--- src/rtl/irq_gate_pkg.sv ---
package irq_gate_pkg;

    localparam int          CPU_W        = 32;
    localparam int          VEC_W        = 12;
    localparam int          GEN_EN_BIT   = 10;
    localparam logic [31:0] DMA_CHK_MASK = 32'h0001_0807;
    localparam logic [31:0] DMA_CHK_VAL  = 32'h0001_0801;
    localparam logic [11:0] GEN_VEC      = 12'h400;
    localparam logic [11:0] DMA_VEC      = 12'h800;

    typedef enum logic [1:0] {
        SEL_GEN_STAT = 2'd0,
        SEL_GEN_MASK = 2'd1,
        SEL_DMA      = 2'd2,
        SEL_NONE     = 2'd3
    } reg_sel_e;

endpackage

--- src/rtl/irq_status_bank.sv ---
module irq_status_bank #(
    parameter int W = 16
) (
    input  logic         clk,
    input  logic         rst_n,
    input  logic [W-1:0] set_i,
    input  logic [W-1:0] clr_i,
    input  logic         mask_we_i,
    input  logic [W-1:0] mask_wdata_i,
    output logic [W-1:0] stat_o,
    output logic [W-1:0] mask_o
);

    typedef struct packed {
        logic [W-1:0] stat;
        logic [W-1:0] mask;
    } bank_t;

    bank_t bank_d, bank_q;

    always_comb begin
        bank_d      = bank_q;
        // clear first, then set so that a simultaneous event survives
        bank_d.stat = (bank_q.stat & ~clr_i) | set_i;
        if (mask_we_i) begin
            bank_d.mask = mask_wdata_i;
        end
    end

    always_ff @(posedge clk) begin
        if (!rst_n) begin
            bank_q <= '0;
        end else begin
            bank_q <= bank_d;
        end
    end

    assign stat_o = bank_q.stat;
    assign mask_o = bank_q.mask;

endmodule

--- src/rtl/irq_req_qual.sv ---
module irq_req_qual #(
    parameter int W         = 16,
    parameter bit HAS_FORCE = 1'b0
) (
    input  logic [W-1:0] stat_i,
    input  logic [W-1:0] mask_i,
    input  logic         cpu_ok_i,
    input  logic         src_en_i,
    output logic         hit_o
);

    logic masked_any;
    logic forced;

    assign masked_any = |(stat_i & mask_i);

    generate
        if (HAS_FORCE) begin : g_force
            assign forced = stat_i[W-1];
        end else begin : g_noforce
            assign forced = 1'b0;
        end
    endgenerate

    assign hit_o = cpu_ok_i & src_en_i & (masked_any | forced);

endmodule

--- src/rtl/irq_req_gate.sv ---
module irq_req_gate
    import irq_gate_pkg::*;
#(
    parameter int GEN_W  = 16,
    parameter int DMA_W  = 16,
    parameter int DATA_W = 32
) (
    input  logic                clk,
    input  logic                rst_n,
    input  logic [GEN_W-1:0]    gen_set_i,
    input  logic [DMA_W-1:0]    dma_set_i,
    input  logic [CPU_W-1:0]    cpu_status_i,
    input  logic                dma_master_en_i,
    input  logic                reg_we_i,
    input  logic [1:0]          reg_sel_i,
    input  logic [DATA_W-1:0]   reg_wdata_i,
    output logic [DATA_W-1:0]   reg_rdata_o,
    output logic                gen_req_o,
    output logic [VEC_W-1:0]    gen_vec_o,
    output logic                dma_req_o,
    output logic [VEC_W-1:0]    dma_vec_o,
    output logic                hold_strobe_o
);

    localparam int GEN_PAD = DATA_W - GEN_W;

    typedef struct packed {
        logic gen_req;
        logic dma_req;
        logic strobe;
    } out_t;

    reg_sel_e sel;
    logic [GEN_W-1:0] gen_clr, gen_stat_w, gen_mask_w;
    logic [DMA_W-1:0] dma_clr, dma_stat_w, dma_mask_w;
    logic gen_mask_we, dma_mask_we;
    logic gen_cpu_ok, dma_cpu_ok, gen_hit, dma_hit;
    out_t out_d, out_q;

    assign sel = reg_sel_e'(reg_sel_i);

    // write decode
    always_comb begin
        gen_clr     = '0;
        dma_clr     = '0;
        gen_mask_we = 1'b0;
        dma_mask_we = 1'b0;
        if (reg_we_i) begin
            case (sel)
                SEL_GEN_STAT: gen_clr = reg_wdata_i[GEN_W-1:0];
                SEL_GEN_MASK: gen_mask_we = 1'b1;
                SEL_DMA: begin
                    dma_clr     = reg_wdata_i[DMA_W-1:0];
                    dma_mask_we = 1'b1;
                end
                default: ;
            endcase
        end
    end

    irq_status_bank #(.W(GEN_W)) u_gen_bank (
        .clk          (clk),
        .rst_n        (rst_n),
        .set_i        (gen_set_i),
        .clr_i        (gen_clr),
        .mask_we_i    (gen_mask_we),
        .mask_wdata_i (reg_wdata_i[GEN_W-1:0]),
        .stat_o       (gen_stat_w),
        .mask_o       (gen_mask_w)
    );

    irq_status_bank #(.W(DMA_W)) u_dma_bank (
        .clk          (clk),
        .rst_n        (rst_n),
        .set_i        (dma_set_i),
        .clr_i        (dma_clr),
        .mask_we_i    (dma_mask_we),
        .mask_wdata_i (reg_wdata_i[2*DMA_W-1:DMA_W]),
        .stat_o       (dma_stat_w),
        .mask_o       (dma_mask_w)
    );

    assign gen_cpu_ok = cpu_status_i[GEN_EN_BIT];
    assign dma_cpu_ok = ((cpu_status_i & DMA_CHK_MASK) == DMA_CHK_VAL);

    irq_req_qual #(.W(GEN_W), .HAS_FORCE(1'b0)) u_gen_qual (
        .stat_i   (gen_stat_w),
        .mask_i   (gen_mask_w),
        .cpu_ok_i (gen_cpu_ok),
        .src_en_i (1'b1),
        .hit_o    (gen_hit)
    );

    irq_req_qual #(.W(DMA_W), .HAS_FORCE(1'b1)) u_dma_qual (
        .stat_i   (dma_stat_w),
        .mask_i   (dma_mask_w),
        .cpu_ok_i (dma_cpu_ok),
        .src_en_i (dma_master_en_i),
        .hit_o    (dma_hit)
    );

    always_comb begin
        out_d         = out_q;
        out_d.gen_req = gen_hit;
        out_d.dma_req = dma_hit;
        out_d.strobe  = gen_hit & ~out_q.gen_req & gen_stat_w[1];
    end

    always_ff @(posedge clk) begin
        if (!rst_n) begin
            out_q <= '0;
        end else begin
            out_q <= out_d;
        end
    end

    // read mux
    always_comb begin
        case (sel)
            SEL_GEN_STAT: reg_rdata_o = {{GEN_PAD{1'b0}}, gen_stat_w};
            SEL_GEN_MASK: reg_rdata_o = {{GEN_PAD{1'b0}}, gen_mask_w};
            SEL_DMA:      reg_rdata_o = {dma_mask_w, dma_stat_w};
            default:      reg_rdata_o = '0;
        endcase
    end

    assign gen_req_o     = out_q.gen_req;
    assign dma_req_o     = out_q.dma_req;
    assign hold_strobe_o = out_q.strobe;
    assign gen_vec_o     = GEN_VEC;
    assign dma_vec_o     = DMA_VEC;

endmodule

--- config.mk ---
export PLATFORM = sky130hd
export DESIGN_NAME = irq_req_gate
export DESIGN_NICKNAME = d
export VERILOG_FILES = /design/src/rtl/irq_gate_pkg.sv /design/src/rtl/irq_status_bank.sv /design/src/rtl/irq_req_qual.sv /design/src/rtl/irq_req_gate.sv
export SDC_FILE = /design/constraint.sdc
export NUM_CORES = 1
export LEC_CHECK = 0
export BUFFER_PORTS_ARGS = -buffer_cell sky130_fd_sc_hd__buf_4
export CORE_MARGIN = 2
export CORE_UTILIZATION = 43
export CTS_CLUSTER_DIAMETER = 60
export DETAILED_ROUTE_END_ITERATION = 7
export GPL_ROUTABILITY_DRIVEN = 1
export PLACE_DENSITY = 0.79
export SETUP_SLACK_MARGIN = 0.15
export SYNTH_ARGS = -nofsm -noshare
export SYNTH_HDL_FRONTEND = slang
export SYNTH_HIERARCHICAL = 1
export SYNTH_SLANG_ARGS = --single-unit
--- constraint.sdc ---
create_clock -name clk -period 1.35 [get_ports clk]
set_input_delay 0.2025 -clock clk [delete_from_list [all_inputs] [get_ports clk]]
set_output_delay 0.2025 -clock clk [all_outputs]
set_load 0.005 [all_outputs]
### Word level (Yosys, flattened, before mapping)

Index checks and enable logic that the tools add are counted.

* add/subtract/negate cells: 0
* $mul: 0
* divide/modulo/power cells: 0
* $lt $le $gt $ge: 0
* equality and inequality tests: 3
* shift operators: 0
* muxes and demuxes: 9
* bitwise gates (word level): 15
* reduce and logical (&&, ||, !) cells: 3

Operator list (count)
* one-hot mux 32 bit (3 select lines): 1
* AND 16 bit: 4
* two-way mux 16 bit: 4
* inverter 16 bit: 2
* bitwise OR 16 bit: 2
* OR reduction 16 bit: 2
* AND 1 bit: 5
* equality test 5 bit (second input constant): 1
* two-way mux 1 bit: 4
* equality test 2 x 1 -> 1 bit (second input constant): 1
* equality test 2 bit (second input constant): 1
* zero test 2 bit: 1
* inverter 1 bit: 1
* bitwise OR 1 bit: 1

* register bits after elaboration: 67
* bits in latches: 0
* bits in writable memories: 0
* memory bits (read-only): 0
* input bits: 102
* output and inout port bits: 59
* logic and storage cells: 37
* memories: 0

### Logic depth before layout (Yosys ltp)

* depth in word-level cells: 6
* gate-level depth with buffers: 8
* depth with buffers taken out: 6

### Modules after synthesis

The synthesis kept the hierarchy.

Modules (own cells, without submodules)
* irq_status_bank: instances 2, cells an instance 101, area an instance 1166.1 µm², sequential area each 640.6 µm²
* irq_req_gate: instances 1, cells an instance 149, area an instance 1079.8 µm², sequential area each 60.1 µm²
* irq_req_qual (u_gen_qual): instances 1, cells an instance 10, area an instance 107.6 µm², sequential area each 0.0 µm²
* irq_req_qual (u_dma_qual): instances 1, cells an instance 11, area an instance 93.8 µm², sequential area each 0.0 µm²

### Worst setup path before layout

Ideal clock, no wire load.

* path type: reg-to-reg
* start point: register u_gen_bank.bank_q (netlist bit u_gen_bank/stat_o[6])
* end point: register out_q (netlist bit hold_strobe_o)
* setup time: 0.116 ns
* arrival time: 1.218 ns
* data required time: 1.234 ns
* setup slack: 0.016 ns
* cell stages (with the launch flop): 7
* path buffers: 0
* clock period less this slack: 1.334 ns
* path through: dfxtp_1 -> a22o_1 -> a221oi_2 -> nand4_1 -> and3_1 -> and2_1 -> and3b_1

* word-level cells in the longest chain between the ends: 5

Ends and longest elaborated chain
* start: declaration: RTL line irq_status_bank.sv:19 `bank_t bank_d, bank_q;`
* start signal: assignment: RTL line irq_status_bank.sv:34 `bank_q <= bank_d;`
* AND 16 bit: RTL line irq_req_qual.sv:15 `assign masked_any = |(stat_i & mask_i);`
* OR reduction 16 bit: RTL line irq_req_qual.sv:15
* AND 1 bit: RTL line irq_req_qual.sv:25 `assign hit_o = cpu_ok_i & src_en_i & (masked_any | forced);`
* via gen_hit: RTL line irq_req_gate.sv:37 `logic gen_cpu_ok, dma_cpu_ok, gen_hit, dma_hit;`
* AND 1 bit (2 in a row): RTL line irq_req_gate.sv:106 `out_d.strobe = gen_hit & ~out_q.gen_req & gen_stat_w[1];`
* end signal: assignment: RTL line irq_req_gate.sv:113 `out_q <= out_d;`
* end: declaration: RTL line irq_req_gate.sv:38 `out_t out_d, out_q;`

The timed path passes the listed nets, and every way through them passes these cells.
A chain may end at the register's enable or synchronous reset.

### Final worst setup path

* start point: register u_gen_bank.bank_q (netlist bit u_gen_bank/mask_o[6])
* end point: register out_q (netlist bit hold_strobe_o)

The elaborated chain is that of the path after synthesis.

==> results.md <==
* Outcome: complete, but fails checks
* Failing checks: negative setup slack
* Critical path capture point type: flip-flop
* Synth Area per Inst at 9.71 sq um
* Seq pwr share at 43.3%
* Share of layout cells above drive strength 1 at 45.6%
* Vias per inst at 4.87
* ANT nets after route at 0
* Fillers at 717
* Final Hold Fails at 0
* Initial antenna violation count at 0
* Final setup fails at 3
* Root Driver: clkbuf_8
* Post-synth EDFFs at 0
* I/O pin total at 161
* Synth Warn # at 6
* DR WL/cell at 15.7 um
* Pins Over Slew Limit at 0
* Highest clock rate at 686 MHz
* Syn Inst Count at 372
* Overall Power at 5040 uW
* Worst Path Arrival at 1.70 ns
* Internal power at 3810 uW
* Library cells used by synthesis at 29
* DRT iter0 DRCs at 92
* Row count at 33
* Combinational Power Share at 17.2%
* RSZ-0062 raised after global routing: yes
* CTS hold repair buffers at 0
* Critical path origin: u_gen_bank/mask_o[6]$_SDFFE_PN0P_
* Largest net degree at the start of global routing at 35
* Residual DRC at 0
* Cell area after layout at 5020 sq um
* Hold Path Class: in2reg
* Leading cell types in the layout, fill and taps excluded: 131 x buf_4, 65 x nor2b_1, 45 x mux2i_1
* Worst reg2reg startpoint: u_gen_bank/mask_o[6]$_SDFFE_PN0P_
* Top delay family on crit path: simple AND/OR/NAND/NOR gates
* Switch share at 24.4%
* Layout area overhead at 39.0%
* Ant. Diodes at 0
* Tmin final at 1.46 ns
* Sink Count at 67
* GRT Total Usage at 21.3%
* Hold Slack at 0.0660 ns
* Detail Placement HPWL at 7190 um
* Slowest cell on the critical path: dfxtp_2
* Setup TNS at -0.130 ns
* Max_cap viols at 0
* Clk_lat worst skew at 0.34 ns
* CTS tree: done
* Synthesis-stage register bit count at 67
* Peak supply drop at 0.690 mV
* First-pass GRT wire length at 14700 um
* Sequential share of the synthesized area at 37.1%
* Period utilization at 108%
* Chip height at 95.7 um
* Final setup margin at -0.108 ns
* Most common cell after layout, fill and taps aside: buf_4
* CTS Buffer Depth at 2
* Crit-path cells: a22o_1 > a221oi_2 > nand4_1 > and3_1 > and2_4 > and3b_1
* WP buf/inv at 0
* Mapped Area at 3610 sq um
* HP Start: dma_set_i[13]
* P_leak at 0.00217 uW
* GRT overflow at 0
* Critical path fanouts, max at 2
* Total wire length at 9680 um
* PortBufs at 110
* Cell Area, Placed at 4530 sq um
* Switch Pwr at 1230 uW
* Chip width at 95.7 um
* Initial Util at 44.2%
* Core area at 8180 sq um
* Pre-Repair DR Iteration Count at 4
* Startpoint type of the worst setup path: flip-flop
* Power Density at 1000 nW/um^2
* Worst Skew at 0.00860 ns
* Top_reg_cell synth: dfxtp_1
* Layout Nets at 608
* Crit Path Category: reg2reg
* Die area at 9150 sq um
* Critical Path RT at 1.59 ns
* Vias in the first global route at 2965
* CTS clk-pin slew, worst paths at 0.08 ns
* Clock group share of total power at 39.6%
* CTS H-tree depth at 3
* Num CTS Buffers at 9
* Async S/R FF share, synth at 0%
* Critical Path Max Stage Delay at 0.32 ns
* Vias at 3002
* Placer Congestion at 0.864
path summary, 6_finish.rpt:
path         slack, ns                            endpoint  depth (start not counted)
max              -0.11            hold_strobe_o$_SDFF_PN0_                          6
min               0.07    u_dma_bank/stat_o[13]$_SDFF_PN0_                          2
max reg2reg      -0.11            hold_strobe_o$_SDFF_PN0_                          6
min reg2reg       0.51  u_dma_bank/mask_o[15]$_SDFFE_PN0P_                          2
power groups by stage:
stage / Clock [uW] / Combinational, uW / Sequential, uW
after floorplan: 0 / 489 / 2180
after global placement: 0 / 777 / 2210
after detailed placement: 0 / 788 / 2220
after CTS: 2040 / 828 / 2180
after global routing: 2140 / 938 / 2200
final: 2000 / 865 / 2180
synthesized netlist by cell type, drive strengths merged (2+ instances only):
cell type / n / area [sq um]
conb: 2 / 7.51
a22o: 6 / 52.6
o2bb2ai: 16 / 140
dfxtp: 67 / 1340
mux2i: 48 / 480
nand2: 17 / 63.8
buf: 42 / 354
clkbuf: 5 / 20.0
a22oi: 3 / 22.5
a221oi: 6 / 90.1
and2: 20 / 125
o21a: 32 / 240
nor2: 33 / 199
nor2b: 65 / 407
final cells by class:
| class | instances | area [sq um] | share of cell area [%] |
|---|---|---|---|
| Multi-Input combinational cell | 281 | 2050 | 40.7 |
| Sequential cell | 67 | 1390 | 27.7 |
| Timing Repair Buffer | 147 | 1210 | 24.1 |
| Tap cell | 105 | 131 | 2.62 |
| Clock buffer | 9 | 124 | 2.47 |
| Clock inverter | 7 | 116 | 2.32 |
per-stage QoR:
step / std cells / setup slack, ns / util [%]
finish: 616 / -0.108 / 61.4
CTS: 613 / -0.111 / 59.9
floorplan: 395 / 0.0550 / -
global route: 616 / -0.177 / 61.4
global placement: 591 / -0.0827 / 55.5
detailed placement: 591 / -0.111 / 55.5
worst register-to-register path: cells and delay by family, from the launching register on:
family | cells | cell delay, ns
and+or+nand+nor | 4 | 0.59
AOI/OAI and AO/OA | 2 | 0.45
DFF | 1 | 0.32
sequential cells by signal, indices dropped and copies added (netlist names):
register / count
u_dma_bank/mask_o: 16
u_dma_bank/stat_o: 16
u_gen_bank/mask_o: 16
u_gen_bank/stat_o: 16
dma_req_o: 1
gen_req_o: 1
hold_strobe_o: 1
cells by family (layout without fill, tap and decap cells):
logic type / after synthesis / count (layout) / share of synthesized area [%]
multiplexers: 48 / 48 / 13.3
AO/OA/AOI/OAI: 65 / 65 / 15.4
buffers and inverters: 47 / 163 / 10.4
AND/OR/NAND/NOR: 143 / 143 / 23.6
flip-flops: 67 / 67 / 37.1
other: 2 / 25 / 0.208
repair_timing:
action / in CTS / in global routing
setup endpoints to repair: 28 / 26
buffers inserted: 6 / 2
gates resized for setup: 37 / 32
cloned: 0 / 1
pin swaps: 20 / 5
per-layer routing:
layer	wire length (um)	global-route usage, %	up-vias
li1	-	-	1491
met1	4450	27.8	1388
met2	4590	36.0	111
met3	519	3.00	12
met4	119	7.26	0
met5	0	0	-
Power figures use the tool's default switching activity.
